### src/rtl/intc_prio_pkg.sv
package intc_prio_pkg;

   localparam int NSRC       = 41;
   localparam int PRI_W      = 5;
   localparam int NIB_W      = 4;
   localparam int REG_W      = 16;
   localparam int NREG       = 3;
   localparam int CODE_W     = 12;
   localparam int IDX_W      = $clog2(NSRC);
   localparam int NIB_PER    = REG_W / NIB_W;
   localparam int SLOT_FIXED = NREG * NIB_PER;

   // source index map (index order is the tie-break order)
   localparam int SRC_EXT_LAST = 14;
   localparam int SRC_NMI      = 15;
   localparam int SRC_DEBUG    = 16;
   localparam int SRC_GPIO     = 17;
   localparam int SRC_DMA_LO   = 18;
   localparam int SRC_DMA_HI   = 22;
   localparam int SRC_TMR0     = 23;
   localparam int SRC_TMR1     = 24;
   localparam int SRC_TMR2_LO  = 25;
   localparam int SRC_TMR2_HI  = 26;
   localparam int SRC_RTC_LO   = 27;
   localparam int SRC_RTC_HI   = 29;
   localparam int SRC_SER_LO   = 30;
   localparam int SRC_SER_HI   = 33;
   localparam int SRC_FIFO_LO  = 34;
   localparam int SRC_FIFO_HI  = 37;
   localparam int SRC_WDOG     = 38;
   localparam int SRC_REF_LO   = 39;
   localparam int SRC_REF_HI   = 40;

   typedef logic [PRI_W-1:0]  pri_t;
   typedef logic [CODE_W-1:0] code_t;
   typedef logic [REG_W-1:0]  word_t;

   // register nibble that drives a source: reg*NIB_PER + nibble, nibble 3 = bits 15:12
   function automatic int slot_of(input int s);
      if (s == SRC_TMR0)                               return 3;
      if (s == SRC_TMR1)                               return 2;
      if (s >= SRC_TMR2_LO && s <= SRC_TMR2_HI)        return 1;
      if (s >= SRC_RTC_LO  && s <= SRC_RTC_HI)         return 0;
      if (s == SRC_WDOG)                               return 7;
      if (s >= SRC_REF_LO  && s <= SRC_REF_HI)         return 6;
      if (s >= SRC_SER_LO  && s <= SRC_SER_HI)         return 5;
      if (s == SRC_GPIO)                               return 11;
      if (s >= SRC_DMA_LO  && s <= SRC_DMA_HI)         return 10;
      if (s >= SRC_FIFO_LO && s <= SRC_FIFO_HI)        return 9;
      if (s == SRC_DEBUG)                              return 8;
      return SLOT_FIXED;
   endfunction

   // level of a source that no register drives
   function automatic pri_t fixed_pri(input int s);
      if (s <= SRC_EXT_LAST) return pri_t'(15 - s);
      if (s == SRC_NMI)      return pri_t'(16);
      return '0;
   endfunction

   function automatic code_t code_of(input int s);
      if (s <= SRC_EXT_LAST)                   return code_t'(12'h200 + 32 * s);
      if (s == SRC_NMI)                        return code_t'(12'h1C0);
      if (s <= SRC_DMA_HI)                     return code_t'(12'h600 + 32 * (s - SRC_DEBUG));
      if (s <= SRC_SER_HI)                     return code_t'(12'h400 + 32 * (s - SRC_TMR0));
      if (s <= SRC_FIFO_HI)                    return code_t'(12'h700 + 32 * (s - SRC_FIFO_LO));
      return code_t'(12'h560 + 32 * (s - SRC_WDOG));
   endfunction

endpackage

### src/rtl/intc_prio_regs.sv
module intc_prio_regs
   import intc_prio_pkg::*;
#(
   parameter int                ADDR_W = 32,
   parameter int                DEC_W  = 12,
   parameter logic [DEC_W-1:0]  OFFS_A = 'h004,
   parameter logic [DEC_W-1:0]  OFFS_B = 'h008,
   parameter logic [DEC_W-1:0]  OFFS_C = 'h00C
) (
   input  logic                   clk,
   input  logic                   rst_n,
   input  logic                   wr,
   input  logic [ADDR_W-1:0]      addr,
   input  word_t                  wdata,
   output word_t                  rdata,
   output logic [NSRC-1:0][PRI_W-1:0] pri_vec
);

   localparam logic [NREG-1:0][DEC_W-1:0] OFFS_TAB = {OFFS_C, OFFS_B, OFFS_A};

   if (DEC_W >= ADDR_W) begin : g_bad_dec
      $error("intc_prio_regs: DEC_W must be narrower than ADDR_W");
   end
   if (OFFS_A == OFFS_B || OFFS_B == OFFS_C || OFFS_A == OFFS_C) begin : g_bad_offs
      $error("intc_prio_regs: register offsets must differ");
   end
   if (PRI_W <= NIB_W) begin : g_bad_pri
      $error("intc_prio_regs: level field must be wider than a nibble");
   end

   logic [DEC_W-1:0]          low_addr;
   logic                      unused_addr_hi;
   logic [NREG-1:0]           hit;
   word_t [NREG-1:0]          regs_q;

   assign low_addr       = addr[DEC_W-1:0];
   assign unused_addr_hi = ^addr[ADDR_W-1:DEC_W];

   for (genvar k = 0; k < NREG; k++) begin : g_hit
      assign hit[k] = (low_addr == OFFS_TAB[k]);
   end

   always_ff @(posedge clk) begin
      if (!rst_n) begin
         regs_q <= '0;
      end else if (wr) begin
         for (int k = 0; k < NREG; k++) begin
            if (hit[k]) regs_q[k] <= wdata;
         end
      end
   end

   always_comb begin
      rdata = '0;
      for (int k = 0; k < NREG; k++) begin
         if (hit[k]) rdata = regs_q[k];
      end
   end

   // level fan-out: each source either follows a register nibble or a fixed level
   for (genvar s = 0; s < NSRC; s++) begin : g_fan
      localparam int SL = slot_of(s);
      if (SL == SLOT_FIXED) begin : g_fixed
         assign pri_vec[s] = fixed_pri(s);
      end else begin : g_reg
         localparam int RG = SL / NIB_PER;
         localparam int NB = SL % NIB_PER;
         assign pri_vec[s] = {{(PRI_W-NIB_W){1'b0}}, regs_q[RG][NB*NIB_W +: NIB_W]};
      end
   end

   AST_READ_HOLDS: assert property (@(posedge clk) disable iff (!rst_n)
      (!wr ##1 $stable(addr)) |-> $stable(rdata)) else $error("read data moved without write");

endmodule

### src/rtl/intc_prio_pending.sv
module intc_prio_pending
   import intc_prio_pkg::*;
#(
   parameter bit CLEAR_WINS = 1'b1
) (
   input  logic                       clk,
   input  logic                       rst_n,
   input  logic [NSRC-1:0]            raise,
   input  logic [NSRC-1:0]            clear,
   input  logic [NSRC-1:0][PRI_W-1:0] pri_vec,
   output logic [NSRC-1:0]            pend_q
);

   logic [NSRC-1:0] set_ok;
   logic [NSRC-1:0] pend_nxt;

   for (genvar s = 0; s < NSRC; s++) begin : g_set
      assign set_ok[s] = raise[s] && (pri_vec[s] != '0);

      AST_MASKED_IDLE: assert property (@(posedge clk) disable iff (!rst_n)
         (!pend_q[s] && pri_vec[s] == '0) |=> !pend_q[s]) else $error("masked source became pending");
   end

   if (CLEAR_WINS) begin : g_clr_first
      assign pend_nxt = (pend_q | set_ok) & ~clear;
      for (genvar s = 0; s < NSRC; s++) begin : g_chk
         AST_CLEAR_DROPS: assert property (@(posedge clk) disable iff (!rst_n)
            clear[s] |=> !pend_q[s]) else $error("cleared source still pending");
      end
   end else begin : g_set_first
      assign pend_nxt = (pend_q & ~clear) | set_ok;
   end

   always_ff @(posedge clk) begin
      if (!rst_n) pend_q <= '0;
      else        pend_q <= pend_nxt;
   end

endmodule

### src/rtl/intc_prio_arbiter.sv
module intc_prio_arbiter
   import intc_prio_pkg::*;
(
   input  logic [NSRC-1:0]            pend,
   input  logic [NSRC-1:0][PRI_W-1:0] pri_vec,
   output logic                       valid,
   output logic [IDX_W-1:0]           idx,
   output pri_t                       pri,
   output code_t                      code
);

   code_t [NSRC-1:0] code_tab;

   for (genvar s = 0; s < NSRC; s++) begin : g_code
      assign code_tab[s] = code_of(s);
   end

   // scan downward with >= so that a lower index takes over on an equal level
   always_comb begin
      valid = 1'b0;
      idx   = '0;
      pri   = '0;
      for (int i = NSRC - 1; i >= 0; i--) begin
         if (pend[i] && (!valid || pri_vec[i] >= pri)) begin
            valid = 1'b1;
            pri   = pri_vec[i];
            idx   = IDX_W'(i);
         end
      end
   end

   assign code = valid ? code_tab[idx] : '0;

endmodule

### src/rtl/intc_prio_gate.sv
module intc_prio_gate
   import intc_prio_pkg::*;
#(
   parameter int MASK_W = 4
) (
   input  logic              valid,
   input  pri_t              pri,
   input  logic [MASK_W-1:0] mask,
   input  logic              block,
   output logic              irq
);

   if (MASK_W >= PRI_W) begin : g_bad_mask
      $error("intc_prio_gate: mask must be narrower than the level field");
   end

   pri_t mask_ext;
   assign mask_ext = {{(PRI_W-MASK_W){1'b0}}, mask};
   assign irq      = valid && !block && (mask_ext < pri);

endmodule

### src/rtl/intc_prio.sv
module intc_prio
   import intc_prio_pkg::*;
#(
   parameter int                ADDR_W     = 32,
   parameter int                DEC_W      = 12,
   parameter int                MASK_W     = 4,
   parameter logic [DEC_W-1:0]  OFFS_A     = 'h004,
   parameter logic [DEC_W-1:0]  OFFS_B     = 'h008,
   parameter logic [DEC_W-1:0]  OFFS_C     = 'h00C,
   parameter bit                CLEAR_WINS = 1'b1
) (
   input  logic                clk,
   input  logic                rst_n,
   input  logic [NSRC-1:0]     src_raise,
   input  logic [NSRC-1:0]     src_clear,
   input  logic                bus_wr,
   input  logic [ADDR_W-1:0]   bus_addr,
   input  logic [REG_W-1:0]    bus_wdata,
   output logic [REG_W-1:0]    bus_rdata,
   input  logic [MASK_W-1:0]   cpu_mask,
   input  logic                cpu_block,
   output logic                win_valid,
   output logic [CODE_W-1:0]   win_code,
   output logic                irq_req
);

   logic [NSRC-1:0][PRI_W-1:0] pri_vec;
   logic [NSRC-1:0]            pend_q;
   logic [IDX_W-1:0]           win_idx;
   pri_t                       win_pri;

   intc_prio_regs #(
      .ADDR_W (ADDR_W),
      .DEC_W  (DEC_W),
      .OFFS_A (OFFS_A),
      .OFFS_B (OFFS_B),
      .OFFS_C (OFFS_C)
   ) u_regs (
      .clk     (clk),
      .rst_n   (rst_n),
      .wr      (bus_wr),
      .addr    (bus_addr),
      .wdata   (bus_wdata),
      .rdata   (bus_rdata),
      .pri_vec (pri_vec)
   );

   intc_prio_pending #(
      .CLEAR_WINS (CLEAR_WINS)
   ) u_pend (
      .clk     (clk),
      .rst_n   (rst_n),
      .raise   (src_raise),
      .clear   (src_clear),
      .pri_vec (pri_vec),
      .pend_q  (pend_q)
   );

   intc_prio_arbiter u_arb (
      .pend    (pend_q),
      .pri_vec (pri_vec),
      .valid   (win_valid),
      .idx     (win_idx),
      .pri     (win_pri),
      .code    (win_code)
   );

   intc_prio_gate #(
      .MASK_W (MASK_W)
   ) u_gate (
      .valid (win_valid),
      .pri   (win_pri),
      .mask  (cpu_mask),
      .block (cpu_block),
      .irq   (irq_req)
   );

   AST_WIN_PENDING: assert property (@(posedge clk) disable iff (!rst_n)
      win_valid |-> pend_q[win_idx]) else $error("winner not pending");
   AST_EMPTY_QUIET: assert property (@(posedge clk) disable iff (!rst_n)
      (pend_q == '0) |-> (!win_valid && !irq_req && win_code == '0)) else $error("output with nothing pending");
   AST_IRQ_UNBLOCKED: assert property (@(posedge clk) disable iff (!rst_n)
      irq_req |-> (!cpu_block && win_valid)) else $error("request while blocked");

endmodule

### config.mk
export PLATFORM = sky130hd
export DESIGN_NAME = intc_prio
export DESIGN_NICKNAME = d
export VERILOG_FILES = /design/src/rtl/intc_prio_pkg.sv /design/src/rtl/intc_prio_regs.sv /design/src/rtl/intc_prio_pending.sv /design/src/rtl/intc_prio_arbiter.sv /design/src/rtl/intc_prio_gate.sv /design/src/rtl/intc_prio.sv
export SDC_FILE = /design/constraint.sdc
export NUM_CORES = 1
export LEC_CHECK = 0
export CORE_MARGIN = 4
export CORE_UTILIZATION = 50
export DETAILED_ROUTE_END_ITERATION = 16
export GPL_TIMING_DRIVEN = 0
export MAX_ROUTING_LAYER = met4
export PLACE_DENSITY = 0.79
export SYNTH_ARGS = -nofsm -noshare
export SYNTH_HDL_FRONTEND = slang
export SYNTH_SLANG_ARGS = --single-unit
export TNS_END_PERCENT = 5
### constraint.sdc
create_clock -name clk -period 45.3 [get_ports clk]
set_input_delay 4.53 -clock clk [delete_from_list [all_inputs] [get_ports clk]]
set_output_delay 4.53 -clock clk [all_outputs]
set_load 0.02 [all_outputs]
==> results.cfg, run 1 <==
[critical_path]
max_stage_delay_ns = 0.44
critical_path_class = flop to output pin
critical-path-slowest-cell = o41ai_4
endpoint_kind = output pin
cp_max_fo = 10
required_ns = 40.77
worstPathArrival_ns = 39.81
cp-start-kind = flop
cpMostUsedCell = ha_1
cp_num_buf_inv = 16
critPathTopFamily = compound AO/OA/AOI/OAI gates

[placed_design]
portBuffers = 139
hpwl_um = 25560
gp_congestion = 1.018

[global_routing]
grt_max_degree = 14
grt_pass1_wl_um = 52270
antenna_found_initial = 0
grt.overflow.total = 0
grt_pass1_vias = 10335
grt_use_total_pct = 30.00

[timing]
fin_setup_tns_ns = 0
slew_viol_final = 0
max_freq_mhz = 22.55
fin_crit_ns = 44.34
fin_worst_skew_ns = 0.005887
finalCritPeriodShare_pct = 97.88
hold_violations = 0
tightest_slew_ns = 1.030
setup_viol = 0
slew_headroom_pct = 31.19

[drt]
drc = 0
ant_nets = 0
vias_per_cell = 6.187
wirelength_um = 35310
wl_per_cell_um = 19.33
drtPass1Iterations = 6
drt_iter0_drc = 959
vias = 11297

[power]
p_per_area_nw_per_um2 = 14.83
max-vdd-ir-drop_v = 0.00002237
leakage_nw = 4.854

[floorplan]
die_w_um = 147.2
start_util_pct = 51.30
boundaryPins = 168
die_y_um = 147.2
core_um2 = 18890
die-area_um2 = 21680
std_cell_rows = 50

[logic_synthesis]
synth_edf_count = 0
syn_inst = 1330
yosys.cell_types.count = 103
synth_most_common_cell = nand2_1
syn_avg_cell_area_um2 = 7.287
synth_common_cells = nand2_1, nor2_1, a21oi_1, dfxtp_1, ha_1
synth_seq_area_share_pct = 18.38
yosysTopAreaCellShare_pct = 18.38
post-synth-top-area-cell = dfxtp_1
ys_async_sr_fraction_pct = 0
ys_ff_latch = 89
netlist_top_cells_area = dfxtp_1, ha_1, nand2_1, a21oi_1, nor2_1
ys.flop_type = dfxtp_1
ys.warnings.count = 0
syn-cell-area_um2 = 9692

[clocking]
postCtsHoldBufs = 0
clock-sinks = 89
cts_tree = built
htreeDepth = 3
clockBufferDepth = 2
path_clk_slew_ns = 0.07
root_buffer = clkbuf_16
tritoncts.num_buffers = 9
insertion_delay_ns = 0.36

[job]
cap_violations = 0

[layout]
finish.utilization_pct = 70.03
n_antenna_cell = 0
fillers = 1563
nets = 1779
drive_above_1_share_pct = 19.41
area_growth_pct = 36.51

[hold_path]
hold_class = flop to flop

[outcome]
status = completed
-- metal layers --
metal	GRT usage, %	vias to the layer above	part of all wire (%)
met5	-	-	0
met3	4.627	93	8.5
met2	48.92	591	48
met4	10.44	0	3.2
met1	37.93	5252	41
li1	-	5361	-
-- cells by family after synthesis --
group / share of synthesized area, %
flops: 18.38
buf+inv: 4.944
fa+ha+maj: 10.43
mux: 4.105
simple gates: 28.85
compound gates: 33.24
other cells: 0.03869
-- path summary, 6_finish.rpt --
check                                   start                             end  slack [ns]  cells past startpoint
max              u_pend.pend_q[40]$_SDFF_PN0_                     win_code[6]        0.96                    208
min reg2reg    u_regs.regs_q[18]$_SDFFE_PN0P_  u_regs.regs_q[18]$_SDFFE_PN0P_        0.47                      2
min            u_regs.regs_q[18]$_SDFFE_PN0P_  u_regs.regs_q[18]$_SDFFE_PN0P_        0.47                      2
max reg2reg  u_regs.pri_vec[152]$_SDFFE_PN0P_    u_pend.pend_q[31]$_SDFF_PN0_       43.48                      5
-- what timing repair did --
| item | 4_1_cts | 5_1_grt |
|---|---|---|
| pin swaps | 9 | 64 |
| resized for setup | 62 | 144 |
| cloned | 0 | 1 |
| endpoints found under the setup margin | 7 | 7 |
| buffers inserted | 17 | 62 |
-- flip-flops by register name, indices dropped and copies added (netlist names) --
name,count
u_pend.pend_q,41
u_regs.pri_vec,44
u_regs.regs_q,4
-- cell usage in the layout, fill, tap and decap left out, types with 14 or more instances in the layout --
cell	n
nand2_1	200
clkdlybuf4s50_1	137
nor2_1	112
dfxtp_1	89
buf_4	82
a21oi_1	78
ha_1	76
inv_1	58
a21boi_0	55
o21ai_0	52
nor3b_1	41
clkbuf_1	34
nand2b_1	31
nand3_1	28
a21oi_2	22
o21ai_1	21
a22oi_1	17
nand4_1	16
nor2b_1	14
mux2_2	14
-- power breakdown --
| part | switching, mW | total, mW | internal [mW] | leakage [nW] |
|---|---|---|---|---|
| combinational | 0.0205 | 0.0425 | 0.0220 | 4.00 |
| clock | 0.0350 | 0.0739 | 0.0390 | 0.131 |
| sequential | 0.000990 | 0.0799 | 0.0789 | 0.719 |
| total | 0.0564 | 0.196 | 0.140 | 4.85 |
-- stage by stage --
step | setup WS [ns] | instance area, um2 | std cells | power [mW] | hold WS, ns
after CTS | 0.01336 | 12100 | 1765 | 0.1939 | 0.4695
after global placement | -3.824 | 11430 | 1734 | 0.1199 | 0.4509
after global routing | -0.7747 | 13230 | 1826 | 0.2029 | 0.5052
final | 0.9604 | 13230 | 1826 | 0.1963 | 0.4683
after floorplan | 2.731 | 9711 | 1335 | 0.1018 | 0.4439
after detailed placement | -4.182 | 11430 | 1734 | 0.1202 | 0.4594
-- final cells by class --
| type | count | area, um2 | area share, % |
|---|---|---|---|
| Buffer | 46 | 229.0 | 1.731 |
| Clock buffer | 14 | 254.0 | 1.920 |
| Clock inverter | 2 | 13.76 | 0.1040 |
| Inverter | 65 | 247.7 | 1.873 |
| Multi-Input combinational cell | 1131 | 8358 | 63.17 |
| Sequential cell | 89 | 1782 | 13.47 |
| Tap cell | 260 | 325.3 | 2.459 |
| Timing Repair Buffer | 219 | 2021 | 15.27 |
-- worst min-delay path, stage by stage, from the launching register on --
cell and delay (ns):
dfxtp_1 0.31, nand2_1 0.05, a21boi_0 0.06
Power figures use the tool's default switching activity.
==> run 2: changes to the inputs <==
- ABC_AREA: default -> 1
- CORE_UTILIZATION: 50 -> 49
==> run 2 against run 1 <==
Compared with the run above:
- sequential cell count unchanged
- clock power rose by 11%
- worst hold slack got worse by 0.018 ns
- design area down 20%
- first-iteration DRC count is 25% lower
- non-clock buffer count down 80
- power grew 3.2%
- die area shrank 9.1%
- via count down 19%
- clock skew is 0.0029 ns higher
- final cell count is 5.3% lower
- sequential power about the same
==> results.cfg, run 2 <==
[outcome]
status = completed

[logic_synthesis]
syn_avg_cell_area_um2 = 6.395
ys.warnings.count = 0
yosysTopAreaCellShare_pct = 20.75
syn_inst = 1343
synth_edf_count = 0
yosys.cell_types.count = 53
netlist_top_cells_area = dfxtp_1, nand2_1, ha_1, o21ai_0, inv_1
syn-cell-area_um2 = 8588
post-synth-top-area-cell = dfxtp_1
synth_common_cells = nand2_1, inv_1, o21ai_0, a21oi_1, dfxtp_1
ys_async_sr_fraction_pct = 0
synth_most_common_cell = nand2_1
ys.flop_type = dfxtp_1
synth_seq_area_share_pct = 20.75
ys_ff_latch = 89

[layout]
final_area_um2 = 10610
n_antenna_cell = 0
largest_reg_flops = 44
area_growth_pct = 23.54
seqCellArea_um2 = 1782
fillers = 1615
layout_commonest_cell = nand2_1
drive_above_1_share_pct = 12.03
final_cell_mix = nand2_1, inv_1, clkdlybuf4s50_1, o21ai_0, a21oi_1
nets = 1718
finish.utilization_pct = 61.56
multi_input_area_um2 = 5771

[clocking]
post_cts_resized = 0
htreeDepth = 3
post_cts_buffers = 0
clock-sinks = 89
clockBufferDepth = 2
insertion_delay_ns = 0.36
cts_tree = built
path_clk_slew_ns = 0.07
root_buffer = clkbuf_16
postCtsHoldBufs = 0
tritoncts.num_buffers = 9

[power]
max-vdd-ir-drop_v = 0.00002009
p_per_area_nw_per_um2 = 19.09
leakage_nw = 5.163

[timing]
whs_ns = 0.4508
slew_viol_final = 0
finalCritPeriodShare_pct = 80.25
hold_violations = 0
max_freq_mhz = 27.51
rsz0062_at_grt = no
fin_crit_ns = 36.35
tightest_slew_ns = 1.317
setup_viol = 0
slew_headroom_pct = 11.41
fin_ws_ns = 8.947
fin_setup_tns_ns = 0
fin_worst_skew_ns = 0.008745

[placed_design]
pre_cts_ws_ns = 9.617
hpwl_um = 19560
gp_congestion = 1.001
portBuffers = 141
placed_cell_area_um2 = 10300

[critical_path]
required_ns = 40.77
max_stage_delay_ns = 0.61
cp_max_fo = 10
critical_path_class = flop to output pin
worstPathArrival_ns = 31.82
cpMostUsedCell = nand2_1
endpoint_kind = output pin
critical-path-slowest-cell = clkdlybuf4s50_1
cp-start-kind = flop

[floorplan]
start_util_pct = 49.83
die_w_um = 140.4
boundaryPins = 168
std_cell_rows = 48
die_y_um = 140.4
die-area_um2 = 19710
core_um2 = 17240

[drt]
drt_iter0_drc = 720
vias_per_cell = 5.322
ant_nets = 0
wirelength_um = 24070
vias = 9202
wl_per_cell_um = 13.92
drc = 0
drtPass1Iterations = 7

[global_routing]
grt_max_degree = 15
grt_pass1_wl_um = 39440
grt.overflow.total = 0
antenna_found_initial = 0
grt_pass1_vias = 8401
grt_use_total_pct = 24.62

[hold_path]
hold_class = flop to flop

[job]
cap_violations = 0
-- run 2: cell types whose count changed in the layout (fill, tap and decap cells not counted), sizes merged, moves of 40 or more --
cell	delta
a21boi	-54
buf	-76
inv	+135
nand2	+170
nand3	+63
nor2	-56
nor3b	-40
o21ai	+62
-- run 2: cell type report --
cell class	count	share of cell area, %
Sequential cell	89	16.79
Inverter	206	7.323
Clock buffer	10	2.158
Clock inverter	5	0.7665
Buffer	44	2.618
Tap cell	225	2.653
Multi-Input combinational cell	1009	54.39
Timing Repair Buffer	141	13.30
-- run 2: critical path, delay by kind of cell, from the launching register on --
family	cells	cell delay [ns]
AND/OR/NAND/NOR	167	12.61
flip-flops	1	0.43
buffers and inverters	33	3.79
adder cells (fa/ha/maj)	25	6.86
AO/OA/AOI/OAI	55	7.66
-- run 2: cell families (layout without fill, tap and decap cells) --
family / count (synthesis) / in the layout / synth area share, %
AND/OR/NAND/NOR: 621 / 621 / 35.91
other: 1 / 6 / 0.04366
buffers and inverters: 250 / 406 / 12.28
flip-flops: 89 / 89 / 20.75
AO/OA/AOI/OAI: 302 / 302 / 19.36
adder cells (fa/ha/maj): 80 / 80 / 11.66
-- run 2: routing by layer --
metal	wire length [um]	vias to the layer above	GRT usage (%)	part of all wire (%)
met2	11160	330	40.02	46
met5	0	-	-	0
met1	10720	4098	32.43	45
met3	1691	38	3.380	7.0
li1	-	4736	-	-
met4	496	0	6.119	2.1
-- run 2: through the flow --
| step | power, mW | instances |
|---|---|---|
| final | 0.2025 | 1729 |
| after detailed placement | 0.1222 | 1714 |
| after global placement | 0.1214 | 1714 |
| after global routing | 0.2109 | 1729 |
| after CTS | 0.2034 | 1729 |
| after floorplan | 0.1045 | 1348 |
-- run 2: final timing paths --
| path | to | start | depth (start not counted) | slack [ns] |
|---|---|---|---|---|
| max | win_code[5] | u_pend.pend_q[40]$_SDFF_PN0_ | 280 | 8.95 |
| min | u_regs.regs_q[16]$_SDFFE_PN0P_ | u_regs.regs_q[16]$_SDFFE_PN0P_ | 2 | 0.45 |
| max reg2reg | u_pend.pend_q[22]$_SDFF_PN0_ | u_regs.pri_vec[93]$_SDFFE_PN0P_ | 4 | 43.91 |
| min reg2reg | u_regs.regs_q[16]$_SDFFE_PN0P_ | u_regs.regs_q[16]$_SDFFE_PN0P_ | 2 | 0.45 |
-- run 2: report_power, final --
group	total, mW	internal [mW]	switching (mW)
combinational	0.0409	0.0201	0.0207
sequential	0.0797	0.0789	0.000819
clock	0.0819	0.0481	0.0338
total	0.203	0.147	0.0554
==> run 3: changes to the inputs <==
- clock period: 45.3 -> 32.4 ns (I/O delays scaled with it)
==> run 3 against run 2 <==
Compared with the run above:
- non-clock buffer count is 113 higher
- combinational power is 60% higher
- via count is 9.6% higher
- routed wire length is 18% higher
- critical path type unchanged
- critical endpoint unchanged
- largest cell class unchanged
- highest routed layer unchanged
==> results.cfg, run 3 (synthesis gave the netlist of run 2 again) <==
[outcome]
status = completed

[drt]
drt_iter0_drc = 840
vias_per_cell = 5.474
ant_nets = 0
wl_per_cell_um = 15.41
wl_met3_um = 1982
drc = 0
vias = 10088
dr_wl_met2_um = 13990
drtPass1Iterations = 6
top_layer = met4
wirelength_um = 28390
wl_met1_um = 11500

[floorplan]
core_um2 = 17240
die-area_um2 = 19710
start_util_pct = 49.83
boundaryPins = 168
std_cell_rows = 48
die_w_um = 140.4
die_y_um = 140.4

[layout]
fillers = 1359
final_cell_mix = nand2_1, inv_1, clkdlybuf4s50_1, buf_4, a21oi_1
area_growth_pct = 43.01
largest_reg_flops = 44
drive_above_1_share_pct = 26.89
finish.utilization_pct = 71.25
n_antenna_cell = 0
layout_commonest_cell = nand2_1
nets = 1832

[critical_path]
endpoint_kind = output pin
max_stage_delay_ns = 0.38
worstPathArrival_ns = 28.23
cp-start-kind = flop
critical-path-slowest-cell = dfxtp_4
cp_max_fo = 8
critical_path_class = flop to output pin
cpMostUsedCell = nand2_1
required_ns = 29.16

[clocking]
root_buffer = clkbuf_16
htreeDepth = 3
clock-sinks = 89
clockBufferDepth = 2
postCtsHoldBufs = 0
insertion_delay_ns = 0.36
tritoncts.num_buffers = 9
path_clk_slew_ns = 0.07
cts_tree = built

[global_routing]
antenna_found_initial = 0
grt_pass1_vias = 8633
grt_use_total_pct = 25.16
grt_pass1_wl_um = 40310
grt_max_degree = 15
grt.overflow.total = 0

[timing]
tightest_slew_ns = 1.311
slew_headroom_pct = 11.80
setup_viol = 0
hold_violations = 0
slew_viol_final = 0
whs_ns = 0.4505
finalCritPeriodShare_pct = 97.14
rsz0062_at_grt = yes
max_freq_mhz = 31.77
fin_crit_ns = 31.47
fin_worst_skew_ns = 0.009423
fin_setup_tns_ns = 0

[placed_design]
hpwl_um = 19560
gp_congestion = 1.001
portBuffers = 141

[power]
leakage_nw = 5.919
p_per_area_nw_per_um2 = 23.73
power_mw = 0.2915
max-vdd-ir-drop_v = 0.00002850

[job]
cap_violations = 0

[hold_path]
hold_class = flop to flop
-- run 3: cell types whose count changed in the layout (fill, tap and decap cells not counted), moves of 22 or more --
cell,delta
nand2_4,+24
o21ai_2,+38
buf_4,+113
o21ai_0,-64
nand2_2,+22
nand2_1,-46
-- run 3: path summary, 6_finish.rpt --
check,endpoint,slack [ns],cells after the start,from
worst max register to register,u_pend.pend_q[32]$_SDFF_PN0_,30.80,4,u_regs.pri_vec[150]$_SDFFE_PN0P_
worst max-delay path,win_code[5],0.93,264,u_pend.pend_q[39]$_SDFF_PN0_
worst min register to register,u_regs.regs_q[16]$_SDFFE_PN0P_,0.45,2,u_regs.regs_q[16]$_SDFFE_PN0P_
worst min-delay path,u_regs.regs_q[16]$_SDFFE_PN0P_,0.45,2,u_regs.regs_q[16]$_SDFFE_PN0P_
-- run 3: cell type report --
class                   count  area (um2)  share of cell area [%]
clock buffers              10       229.0                   1.864
repair buffers            255        2268                   18.47
plain buffers              43       292.8                   2.384
well taps                 225       281.5                   2.292
clock inverters             5       81.33                  0.6622
flip-flops and latches     89        1789                   14.57
inverters                 206       793.3                   6.459
multi-input cells        1010        6546                   53.30
-- run 3: where the power goes --
part / leakage (nW) / internal, mW / total, mW / switching [mW]
Clock: 0.149 / 0.0673 / 0.114 / 0.0471
Combinational: 5.05 / 0.0320 / 0.0656 / 0.0337
Sequential: 0.721 / 0.110 / 0.111 / 0.00129
-- run 3: critical path: cells and delay by family, from the launching register on --
kind                       cells  cell delay, ns
DFF                            1            0.38
adders and majority gates     25            6.70
AOI/OAI and AO/OA             51            5.75
and+or+nand+nor              158           12.11
buffers and inverters         30            2.93
-- run 3: metal layers --
layer	global-route usage (%)	vias up
li1	-	4976
met1	32.64	4595
met2	41.36	430
met3	3.380	87
met4	6.731	0
met5	-	-
-- run 3: stage by stage --
step / cell area (um2) / std cells / setup WS (ns)
3_3_place_gp: 10300 / 1714 / -1.433
3_5_place_dp: 10300 / 1714 / -1.993
4_1_cts: 10900 / 1748 / 0.01704
5_1_grt: 12280 / 1843 / -1.362
6_report: 12280 / 1843 / 0.9258
2_1_floorplan: 8607 / 1348 / 1.853
-- run 3: repair_timing --
item | 4_1_cts | 5_1_grt
hold endpoints to repair | 0 | 0
gates resized for setup | 71 | 217
buffers inserted | 20 | 92
pin swaps | 21 | 180
gates cloned | 0 | 3
setup endpoints to repair | 7 | 7
